[config.mk]
export PLATFORM = sky130hd
export DESIGN_NAME = adc_ctrl_regs
export DESIGN_NICKNAME = d
export VERILOG_FILES = /design/src/rtl/adc_ctrl_pkg.sv /design/src/rtl/adc_bus_decode.sv /design/src/rtl/adc_conv_seq.sv /design/src/rtl/adc_flag_unit.sv /design/src/rtl/adc_ctrl_regs.sv
export SDC_FILE = /design/constraint.sdc
export NUM_CORES = 1
export LEC_CHECK = 0
export ABC_AREA = 0
export BUFFER_PORTS_ARGS = -buffer_cell sky130_fd_sc_hd__buf_2
export CAP_MARGIN = 5
export CORE_ASPECT_RATIO = 0.5
export CORE_MARGIN = 4
export CORE_UTILIZATION = 44
export DETAILED_ROUTE_END_ITERATION = 12
export GPL_TIMING_DRIVEN = 0
export PLACE_DENSITY = 0.84
export SYNTH_ARGS = -nofsm -noshare
export SYNTH_HDL_FRONTEND = slang
export SYNTH_SLANG_ARGS = --single-unit
[constraint.sdc]
create_clock -name clk -period 2.1 [get_ports clk]
set_input_delay 0.63 -clock clk [delete_from_list [all_inputs] [get_ports clk]]
set_output_delay 0.63 -clock clk [all_outputs]
set_load 0.02 [all_outputs]
[src/rtl/adc_ctrl_pkg.sv]
package adc_ctrl_pkg;
  localparam int ADDR_W = 8;
  localparam int DATA_W = 8;
  localparam int CH_W   = 5;
  localparam logic [ADDR_W-1:0] CTL_ADDR = 8'h3C;
  localparam logic [ADDR_W-1:0] RES_ADDR = 8'h3D;
  // control byte field positions
  localparam int BIT_FLAG = 7;
  localparam int BIT_IEN  = 6;
  localparam int BIT_REP  = 5;
  localparam logic [CH_W-1:0] CH_OFF = {CH_W{1'b1}};

  typedef struct packed {
    logic            ien;
    logic            rep;
    logic [CH_W-1:0] chan;
  } ctl_t;
endpackage

[src/rtl/adc_bus_decode.sv]
module adc_bus_decode
  import adc_ctrl_pkg::*;
#(
  parameter logic [ADDR_W-1:0] CTL_A = CTL_ADDR,
  parameter logic [ADDR_W-1:0] RES_A = RES_ADDR
) (
  input  logic [ADDR_W-1:0] addr,
  input  logic              wr,
  input  logic              rd,
  output logic              ctl_wr,
  output logic              res_rd,
  output logic              hit_ctl,
  output logic              hit_res
);
  always_comb begin
    hit_ctl = (addr == CTL_A);
    hit_res = (addr == RES_A);
    ctl_wr  = wr & hit_ctl;
    res_rd  = rd & hit_res;
  end
endmodule

[src/rtl/adc_conv_seq.sv]
module adc_conv_seq
  import adc_ctrl_pkg::*;
(
  input  logic            clk,
  input  logic            rst_n,
  input  logic            ctl_wr,
  input  logic [CH_W-1:0] new_chan,
  input  logic            rep_mode,
  input  logic            conv_done,
  output logic            busy,
  output logic            start,
  output logic            done_acc
);
  logic want_run;

  always_comb begin
    want_run = (new_chan != CH_OFF);
    done_acc = conv_done & busy & ~ctl_wr;
  end

  always_ff @(posedge clk) begin
    if (!rst_n) begin
      busy  <= 1'b0;
      start <= 1'b0;
    end else begin
      start <= 1'b0;
      if (ctl_wr) begin
        busy  <= want_run;
        start <= want_run;
      end else if (done_acc) begin
        if (rep_mode) start <= 1'b1;
        else          busy  <= 1'b0;
      end
    end
  end
endmodule

[src/rtl/adc_flag_unit.sv]
module adc_flag_unit
  import adc_ctrl_pkg::*;
#(
  parameter int RW = DATA_W
) (
  input  logic          clk,
  input  logic          rst_n,
  input  logic          done_acc,
  input  logic [RW-1:0] result,
  input  logic          res_rd,
  input  logic          ctl_wr,
  input  logic          ien,
  output logic          flag_q,
  output logic          irq_q,
  output logic [RW-1:0] data_q
);
  always_ff @(posedge clk) begin
    if (!rst_n) begin
      flag_q <= 1'b0;
      irq_q  <= 1'b0;
      data_q <= '0;
    end else begin
      // clear first, the set below takes priority
      if (res_rd) begin
        flag_q <= 1'b0;
        irq_q  <= 1'b0;
      end
      if (ctl_wr) irq_q <= 1'b0;
      if (done_acc) begin
        data_q <= result;
        if (ien) irq_q  <= 1'b1;
        else     flag_q <= 1'b1;
      end
    end
  end
endmodule

[src/rtl/adc_ctrl_regs.sv]
module adc_ctrl_regs
  import adc_ctrl_pkg::*;
(
  input  logic              clk,
  input  logic              rst_n,
  input  logic [ADDR_W-1:0] bus_addr,
  input  logic              bus_wr,
  input  logic              bus_rd,
  input  logic [DATA_W-1:0] bus_wdata,
  output logic [DATA_W-1:0] bus_rdata,
  output logic              conv_start,
  output logic [CH_W-1:0]   conv_chan,
  input  logic              conv_done,
  input  logic [DATA_W-1:0] conv_result,
  output logic              irq
);
  logic ctl_wr, res_rd, hit_ctl, hit_res;
  logic busy, done_acc, flag_q, irq_q;
  logic [DATA_W-1:0] data_q;
  ctl_t ctl_q, ctl_d;
  logic unused_wbit;

  assign unused_wbit = bus_wdata[BIT_FLAG];

  adc_bus_decode u_dec (
    .addr(bus_addr), .wr(bus_wr), .rd(bus_rd),
    .ctl_wr(ctl_wr), .res_rd(res_rd), .hit_ctl(hit_ctl), .hit_res(hit_res)
  );

  always_comb begin
    ctl_d.ien  = bus_wdata[BIT_IEN];
    ctl_d.rep  = bus_wdata[BIT_REP];
    ctl_d.chan = bus_wdata[CH_W-1:0];
  end

  always_ff @(posedge clk) begin
    if (!rst_n) ctl_q <= '{ien: 1'b0, rep: 1'b0, chan: CH_OFF};
    else if (ctl_wr) ctl_q <= ctl_d;
  end

  adc_conv_seq u_seq (
    .clk(clk), .rst_n(rst_n), .ctl_wr(ctl_wr), .new_chan(ctl_d.chan),
    .rep_mode(ctl_q.rep), .conv_done(conv_done),
    .busy(busy), .start(conv_start), .done_acc(done_acc)
  );

  adc_flag_unit #(.RW(DATA_W)) u_flag (
    .clk(clk), .rst_n(rst_n), .done_acc(done_acc), .result(conv_result),
    .res_rd(res_rd), .ctl_wr(ctl_wr), .ien(ctl_q.ien),
    .flag_q(flag_q), .irq_q(irq_q), .data_q(data_q)
  );

  always_comb begin
    bus_rdata = '0;
    if (hit_ctl) begin
      bus_rdata[BIT_FLAG]   = flag_q & ~ctl_q.ien;
      bus_rdata[BIT_IEN]    = ctl_q.ien;
      bus_rdata[BIT_REP]    = ctl_q.rep;
      bus_rdata[CH_W-1:0]   = ctl_q.chan;
    end else if (hit_res) begin
      bus_rdata = data_q;
    end
  end

  assign conv_chan = ctl_q.chan;
  assign irq       = irq_q;
endmodule

==> flow_summary.yaml, run 1 <==
outcome:
  status: "finished with violations"
  violations: "setup timing"
critical_path:
  path_max_fanout: 8
  cp_top_family: "simple AND/OR/NAND/NOR gates"
  worst-path-buf-inv: 2
  critPathKind: "in -> out"
  cpMaxStageDelayCell: "and4bb_2"
  cp-start-kind: "input pin"
  worstReg2RegStart: "u_seq.busy"
  worstPathArrival_ps: 1570
  critPathRequiredTime_ps: 1470
  critPathMaxStageDelay_ps: 310
  startpoint: "bus_addr[7]"
  crit_chain: "buf_2 -> and4bb_2 -> and3_4 -> a22o_1 -> buf_6"
  end_kind: "output port"
cts:
  clk-insertion-delay-late_ps: 260
  clk_pin_slew_worst_paths_ps: 70
  numCtsBuffers: 3
  max-clock-path-buffers: 2
  cts-htree-levels: 1
  root_buffer: "clkbuf_8"
  cts_tree: "built"
  cts_hold_buffers: 0
  cts.sinks: 19
die:
  die_w_um: 82.9
  fp.dieArea_um2: 3770
  die_height_um: 45.5
  pin_count: 44
  start_util: 0.469
  num_rows: 13
  core-area_um2: 2640
grt:
  grt_pass1_wl_um: 6180
  grt_overflow: 0
  grt_max_degree: 12
  antenna_found_initial: 0
  grt_use_total: 0.208
  grt_pass1_vias: 1331
power_and_ir_drop:
  p_total_w: 0.000725
  leakage_nw: 0.696
  vdd_drop_max_mv: 0.211
  p_per_area_nw_per_um2: 434
synth:
  yosysWarnings: 0
  synth_xor_area_frac: 0
  syn_area_um2: 1230
  synth_nets: 167
  yosys.area_share.adder: 0
  synth_top_family_by_area: "simple AND/OR/NAND/NOR gates"
  netlist_instances: 138
  netlist-cell-type-count: 30
  syn_area_per_cell_um2: 8.95
  synth_compound_area_frac: 0.145
  ys.flop_type: "dfxtp_1"
  async_reset_ff_frac: 0
  synth_mux_area_frac: 0.0729
  synth-simple-area-share: 0.396
  seq_area_frac_synth: 0.308
  ys_seq_elements: 19
  synth_edf_count: 0
sta:
  fin_crit_sh: 1.05
  hold_viol: 0
  rsz0062_at_grt: "yes"
  worst_slack_ps: -104
  worst_slew_pin_slew_ps: 515
  skew_ps: 0.548
  setup_tns_ps: -684
  slew_headroom: 0.657
  max_clock_freq_mhz: 454
  period_needed_ps: 2200
  finalSetupViolCount: 8
  slew_violations: 0
drt:
  vias: 1366
  drc_errors: 0
  ant_nets: 0
  wl_per_cell_um: 17.2
  routed_via_density: 6.10
  totalWireLength_um: 3860
  drtIter0Drc: 106
  drt_pass1_iterations: 4
placement:
  place_ws_ps: -335
  portBuffers: 42
  place_area_um2: 1500
  routabilityCongestion: 0.864
  dpl.hpwl_um: 2660
cells_and_area:
  fillers: 229
  post-route-util: 0.634
  drive_above_1_share: 0.342
  antenna-diode-count: 0
  final_net_count: 217
  final_area_um2: 1670
  syn2layout_area_growth_pct: 35.4
min_path:
  hold_class: "reg -> reg"
  hold_start: "u_flag.flag_q"
job:
  maxCapViolCount: 0
[flip-flops by register name, indices dropped and copies added, names as in the netlist]
register       flops
u_flag.irq_q       1
u_flag.data_q      8
conv_chan          5
u_seq.start        1
ctl_q              2
u_seq.busy         1
u_flag.flag_q      1
[cell usage in the layout, fill, tap and decap left out, drive strengths merged]
cell and instances:
nand4 8, nand4b 8, and4bb 1, nand3 12
o22ai 1, nand4bb 2, nor2b 10, nor2 1
mux2i 9, and3b 1, nand3b 8, inv 3
and4 1, clkbuf 10, buf 53, and2 1
and3 11, clkinv 1, a41oi 1, o21ai 1
o211ai 1, nand2 6, o211a 1, o2111ai 8
nor4bb 1, dfxtp 19, a22o 7, a32o 1
[worst min-delay path: cells and delay by family (launching register included)]
| kind | cells | cell delay [ps] |
|---|---|---|
| simple gates | 1 | 50 |
| flops | 1 | 320 |
| compound gates | 1 | 60 |
[routing by layer]
metal | vias to the layer above | part of all wire | global-route usage
li1 | 633 | - | -
met1 | 648 | 0.41 | 0.250
met2 | 75 | 0.47 | 0.336
met3 | 10 | 0.094 | 0.0776
met4 | 0 | 0.028 | 0.107
met5 | - | 0 | 0
[power by group]
part           leakage (nW)  internal, W  switching, W  total (W)
clock network        0.0255     0.000132      0.000134   0.000267
logic                 0.518    0.0000474     0.0000506  0.0000980
registers             0.153     0.000360   0.000000316   0.000361
[cells by family (layout without fill, tap and decap cells)]
family / Yosys count / after routing
simple gates: 71 / 71
compound gates: 21 / 21
flops: 19 / 19
buf+inv: 18 / 67
mux: 9 / 9
[metrics by stage]
step	instances	hold WS [ps]
after floorplan	138	446
final	224	479
after CTS	224	478
after detailed placement	217	467
after global placement	217	456
after global routing	224	519
[repair_timing]
| action | CTS | global route |
|---|---|---|
| setup endpoints to repair | 8 | 8 |
| pin swaps | 13 | 4 |
| gates cloned | 0 | 0 |
| resized for setup | 26 | 2 |
| setup buffers | 5 | 0 |
[worst paths after layout]
path / to / slack [ps] / cells past startpoint
setup / recovery: bus_rdata[4] / -100 / 5
hold / removal: u_flag.flag_q / 480 / 2
setup reg to reg: u_flag.data_q[6] / 500 / 5
hold reg to reg: u_flag.flag_q / 480 / 2
[cell usage after synthesis, drive strengths merged (2+ instances only)]
library cell	count	share of area
buf	6	0.042
nor2b	10	0.051
mux2i	9	0.073
nand3	12	0.049
inv	3	0.0091
nand4	8	0.041
clkbuf	9	0.027
nand3b	8	0.049
nand4bb	2	0.018
nand2	6	0.018
o2111ai	8	0.057
and3	11	0.060
dfxtp	19	0.31
a22o	7	0.050
nand4b	8	0.057
[final cells by class]
cell class | count | area (µm²) | area share
plain buffers | 13 | 83.8 | 0.0501
clock buffers | 3 | 41.3 | 0.0247
clock inverters | 1 | 5.00 | 0.00299
inverters | 3 | 11.3 | 0.00674
multi-input cells | 101 | 786 | 0.470
flip-flops and latches | 19 | 380 | 0.228
well taps | 37 | 46.3 | 0.0277
repair buffers | 47 | 318 | 0.190
Note: power is estimated with default switching activity, not from simulation.
==> run 2, diff against run 1 <==
==> constraint.sdc (replaced) <==
create_clock -name clk -period 2.1 [get_ports clk]
set_input_delay 0.525 -clock clk [delete_from_list [all_inputs] [get_ports clk]]
set_output_delay 0.525 -clock clk [all_outputs]
set_load 0.02 [all_outputs]
==> run 2 against run 1 <==
The flow now finishes without violations. Register-to-register slack better by 50 ps. Die area stayed put. Final cell count is 0.45% lower. Count of clock-buffer cells in the layout is 1 higher. Critical path type unchanged. Critical endpoint is now bus_rdata[1]. Largest cell class unchanged. Largest power group unchanged. Highest routed layer unchanged.
==> flow_summary.yaml, run 2 (synthesis results as in run 1) <==
outcome:
  status: "finished, final reports clean"
cts:
  cts_tree: "built"
  clk-insertion-delay-late_ps: 260
  clk_pin_slew_worst_paths_ps: 70
  cts-htree-levels: 1
  cts.sinks: 19
  root_buffer: "clkbuf_8"
  max-clock-path-buffers: 2
  numCtsBuffers: 3
grt:
  antenna_found_initial: 0
  grt_pass1_vias: 1302
  grt_use_total: 0.204
  grt_max_degree: 11
  grt_pass1_wl_um: 6110
  grt_overflow: 0
drt:
  drc_errors: 0
  routed_via_density: 6.00
  vias: 1337
  wl_per_cell_um: 17.0
  drtIter0Drc: 85
  ant_nets: 0
  totalWireLength_um: 3780
  drt_pass1_iterations: 4
critical_path:
  worstReg2RegStart: "u_seq.busy"
  worstPathArrival_ps: 1570
  critPathRequiredTime_ps: 1570
  startpoint: "bus_addr[6]"
  path_max_fanout: 8
  critPathKind: "in -> out"
  r2r-end: "u_flag.data_q[1]"
  cp-start-kind: "input pin"
  rrSetupSlack_ps: 550
  end_kind: "output port"
  r2r_cells: 5
die:
  core-area_um2: 2640
  fp.dieArea_um2: 3770
  num_rows: 13
  die_w_um: 82.9
  pin_count: 44
  die_height_um: 45.5
  start_util: 0.469
cells_and_area:
  multi_input_area_um2: 802
  largest_reg_flops: 8
  fillers: 233
  finalNonFillerCells: 223
  antenna-diode-count: 0
  final_common_cell: "buf_2"
  final_area_um2: 1620
  final_net_count: 216
  drive_above_1_share: 0.339
  syn2layout_area_growth_pct: 31.4
  regArea_um2: 380
  max_flop_register: "u_flag.data_q"
  layout_common_cells: "buf_2 (41), dfxtp_1 (19), nand3_1 (12), nor2b_1 (10)"
placement:
  routabilityCongestion: 0.856
  dpl.hpwl_um: 2650
  dp.cells: 217
  place_area_um2: 1490
  place_ws_ps: -174
  portBuffers: 42
sta:
  worst_slack_ps: 7.88
  finalSetupViolCount: 0
  hold_viol: 0
  whs_ps: 484
  slew_headroom: 0.663
  setup_tns_ps: 0
  skew_ps: 7.50
  worst_slew_pin_slew_ps: 506
  max_clock_freq_mhz: 478
  period_needed_ps: 2090
  fin_crit_sh: 0.996
  slew_violations: 0
job:
  maxCapViolCount: 0
power_and_ir_drop:
  leakage_nw: 0.680
  vdd_drop_max_mv: 0.235
  p_per_area_nw_per_um2: 442
min_path:
  min_to: "u_flag.flag_q"
  hold_class: "reg -> reg"
  min_path_cells: 2
  hold_start: "u_flag.flag_q"
run 2: cell types whose count changed in the layout (fill, tap and decap cells not counted):
cell / previous run / this run
buf_8: 2 / 0
clkbuf_1: 7 / 8
nand4bb_4: 1 / 2
nand4bb_1: 1 / 0
buf_4: 5 / 7
clkinv_2: 1 / 0
buf_6: 10 / 3
buf_2: 35 / 41
run 2: worst max path at each step:
stage | endpoint | slack, ps | cells past startpoint
after floorplan | bus_rdata[7] | 110 | 4
after global placement | bus_rdata[7] | -150 | 6
after detailed placement | bus_rdata[7] | -170 | 6
after CTS | bus_rdata[7] | 30 | 6
after global routing | bus_rdata[1] | -30 | 6
final | bus_rdata[1] | 8 | 5
run 2: through the flow:
step / total power (W) / utilization
2_1_floorplan: 0.000406 / -
3_3_place_gp: 0.000448 / 0.566
3_5_place_dp: 0.000451 / 0.566
4_1_cts: 0.000708 / 0.595
5_1_grt: 0.000741 / 0.616
6_report: 0.000717 / 0.616
run 2: metal layers:
metal,vias up,part of all wire,GRT usage
li1,635,-,-
met1,637,0.41,0.252
met2,63,0.49,0.368
met3,2,0.096,0.0523
met4,0,0.0053,0.0456
met5,-,0,0
run 2: power by group:
part	total, W	internal, W	switching, W
registers	0.000361	0.000360	0.000000307
logic	0.0000958	0.0000432	0.0000526
clock network	0.000261	0.000135	0.000126
total	0.000717	0.000539	0.000178
run 2: layout make-up:
class	count	share of cell area
Clock buffer	4	0.0278
Inverter	3	0.00694
Buffer	13	0.0517
Multi-Input combinational cell	101	0.494
Sequential cell	19	0.234
Timing Repair Buffer	46	0.157
Tap cell	37	0.0285
run 2: critical path, cell delays in order:
cell	delay, ps
buf_2	110
and4bb_2	340
and3_4	250
a22o_1	180
buf_4	160
run 2: timing repair:
action | CTS | global route
setup endpoints to repair | 8 | 8
hold buffers | 0 | 0
gates resized for setup | 7 | 7
setup buffers | 1 | 3
pin swaps | 2 | 4
==> run 3, diff against run 2 <==
--- a/config.mk
+++ b/config.mk
@@ -9,10 +9,10 @@
 export BUFFER_PORTS_ARGS = -buffer_cell sky130_fd_sc_hd__buf_2
 export CAP_MARGIN = 5
 export CORE_ASPECT_RATIO = 0.5
-export CORE_MARGIN = 4
 export CORE_UTILIZATION = 44
 export DETAILED_ROUTE_END_ITERATION = 12
 export GPL_TIMING_DRIVEN = 0
+export HOLD_SLACK_MARGIN = 0.03
 export PLACE_DENSITY = 0.84
 export SYNTH_ARGS = -nofsm -noshare
 export SYNTH_HDL_FRONTEND = slang
==> run 3 against run 2 <==
Combinational power down 7.1%. Flip-flop and latch count unchanged. Critical path type unchanged. Clock power down 2%. Core utilization down 1.0 points. Worst setup slack better by 57 ps. Highest routed layer is now met3. Via count down 5.2%. Power down 1.6%. Wire length down 14%. Sequential power about the same. Die area down 19%. Count of clock-buffer cells in the layout down 1. Register-to-register slack better by 70 ps.
==> flow_summary.yaml, run 3 (synthesis results as in run 1) <==
critical_path:
  worst-path-buf-inv: 3
  r2r_cells: 5
  cp-start-kind: "input pin"
  path_max_fanout: 8
  critPathKind: "in -> out"
  worstPathArrival_ps: 1510
  rrSetupSlack_ps: 620
  end_kind: "output port"
  crit_cells: 6
  crit_chain: "buf_2 -> nand4bb_1 -> buf_6 -> nor2_4 -> a22o_1 -> buf_4"
  critPathMaxStageDelay_ps: 210
  worstReg2RegStart: "u_seq.busy"
  endpoint: "bus_rdata[6]"
  cpMaxStageDelayCell: "nand4bb_1"
  cp_top_family: "buffers and inverters"
  r2r-end: "u_flag.data_q[7]"
  startpoint: "bus_addr[0]"
  critPathRequiredTime_ps: 1570
sta:
  setup_tns_ps: 0
  worst_slack_ps: 64.4
  worst_slew_pin_slew_ps: 475
  whs_ps: 478
  skew_ps: 2.23
  fin_crit_sh: 0.969
  hold_viol: 0
  max_clock_freq_mhz: 491
  slew_violations: 0
  finalSetupViolCount: 0
  period_needed_ps: 2040
  slew_headroom: 0.684
  rsz0062_at_grt: "no"
power_and_ir_drop:
  vdd_drop_max_mv: 0.163
  p_total_w: 0.000706
  pwr-share-clk: 0.363
  switching_share: 0.244
  intPower_w: 0.000533
  combPwrFrac: 0.126
  seqPwrFrac: 0.511
  switchingPower_w: 0.000172
  p_per_area_nw_per_um2: 442
  leakage_nw: 0.667
cells_and_area:
  drive_above_1_share: 0.330
  final_area_um2: 1600
  syn2layout_area_growth_pct: 29.2
  final_common_cell: "buf_2"
  final_net_count: 215
  largest_reg_flops: 8
  fillers: 244
  layout_common_cells: "buf_2 (41), dfxtp_1 (19), nand3_1 (12), nor2b_1 (10)"
  antenna-diode-count: 0
  max_flop_register: "u_flag.data_q"
outcome:
  status: "finished, final reports clean"
placement:
  routabilityCongestion: 0.858
  portBuffers: 42
  place_ws_ps: -160
  dpl.hpwl_um: 2330
  place_area_um2: 1490
cts:
  cts-htree-levels: 1
  cts_tree: "built"
  clk-insertion-delay-late_ps: 260
  clk_pin_slew_worst_paths_ps: 70
  max-clock-path-buffers: 2
  root_buffer: "clkbuf_8"
  numCtsBuffers: 3
  cts.sinks: 19
die:
  die_w_um: 76.9
  start_util: 0.469
  num_rows: 13
  pin_count: 44
  fp.dieArea_um2: 3040
  die_height_um: 39.5
  core-area_um2: 2640
drt:
  drt_pass1_iterations: 4
  wl_met3_um: 254
  totalWireLength_um: 3250
  drc_errors: 0
  routed_via_density: 5.71
  vias: 1268
  wl_per_cell_um: 14.6
  met2WireLength_um: 1400
  drtIter0Drc: 104
  maxUsedRoutingLayer: "met3"
  ant_nets: 0
  wl_met1_um: 1590
grt:
  grt_use_total: 0.212
  grt_overflow: 0
  antenna_found_initial: 0
  grt_pass1_wl_um: 4880
  grt_max_degree: 12
  grt_pass1_vias: 1038
job:
  maxCapViolCount: 0
min_path:
  min_path_cells: 2
  hold_start: "u_flag.flag_q"
  hold_class: "reg -> reg"
## run 3: cell count changes in the layout (fill, tap and decap cells not counted)
| cell | change |
|---|---|
| buf_6 | -1 |
| a32o_1 | +1 |
| clkbuf_1 | -1 |
| clkinv_2 | +1 |
| nand4bb_4 | -1 |
| a32o_2 | -1 |
| nand4bb_1 | +1 |
## run 3: power by group through the flow
stage	clock, W	combinational, W	sequential, W
CTS	0.000263	0.0000843	0.000361
floorplan	0	0.0000366	0.000369
global route	0.000281	0.0000961	0.000361
detailed placement	0	0.0000808	0.000369
finish	0.000256	0.0000890	0.000361
global placement	0	0.0000797	0.000369
## run 3: worst min path at each step
| stage | end | slack (ps) |
|---|---|---|
| floorplan | u_flag.flag_q | 450 |
| global route | u_flag.flag_q | 520 |
| finish | u_flag.flag_q | 480 |
| global placement | u_flag.flag_q | 460 |
| detailed placement | u_flag.flag_q | 470 |
| CTS | u_flag.flag_q | 480 |
## run 3: metrics by stage
step,cells,util
after floorplan,138,-
after global placement,217,0.566
after detailed placement,217,0.566
after CTS,219,0.590
after global routing,222,0.605
final,222,0.605
## run 3: worst reg2reg max path, cell delays in order, from the launching register on
cell	delay, ps
dfxtp_1	340
and2_1	130
clkbuf_1	260
clkbuf_1	390
o2111ai_1	190
nand4_1	110
## run 3: layout make-up
cell class / count / area [µm²] / share of cell area
clock buffers: 3 / 41.3 / 0.0259
flip-flops and latches: 19 / 380 / 0.238
inverters: 3 / 11.3 / 0.00706
repair buffers: 45 / 243 / 0.152
clock inverters: 1 / 5.00 / 0.00314
multi-input cells: 101 / 785 / 0.492
plain buffers: 13 / 83.8 / 0.0525
well taps: 37 / 46.3 / 0.0290
## run 3: repair_timing
item / in CTS / in global routing
setup endpoints to repair: 8 / 8
pin swaps: 1 / 3
resized for setup: 5 / 6
hold buffers: 0 / 0
setup buffers: 0 / 3
## run 3: layer usage
| metal | vias up | GRT usage |
|---|---|---|
| li1 | 628 | - |
| met1 | 579 | 0.295 |
| met2 | 61 | 0.346 |
| met3 | 0 | 0.0372 |
| met4 | 0 | 0.0433 |
| met5 | - | 0 |
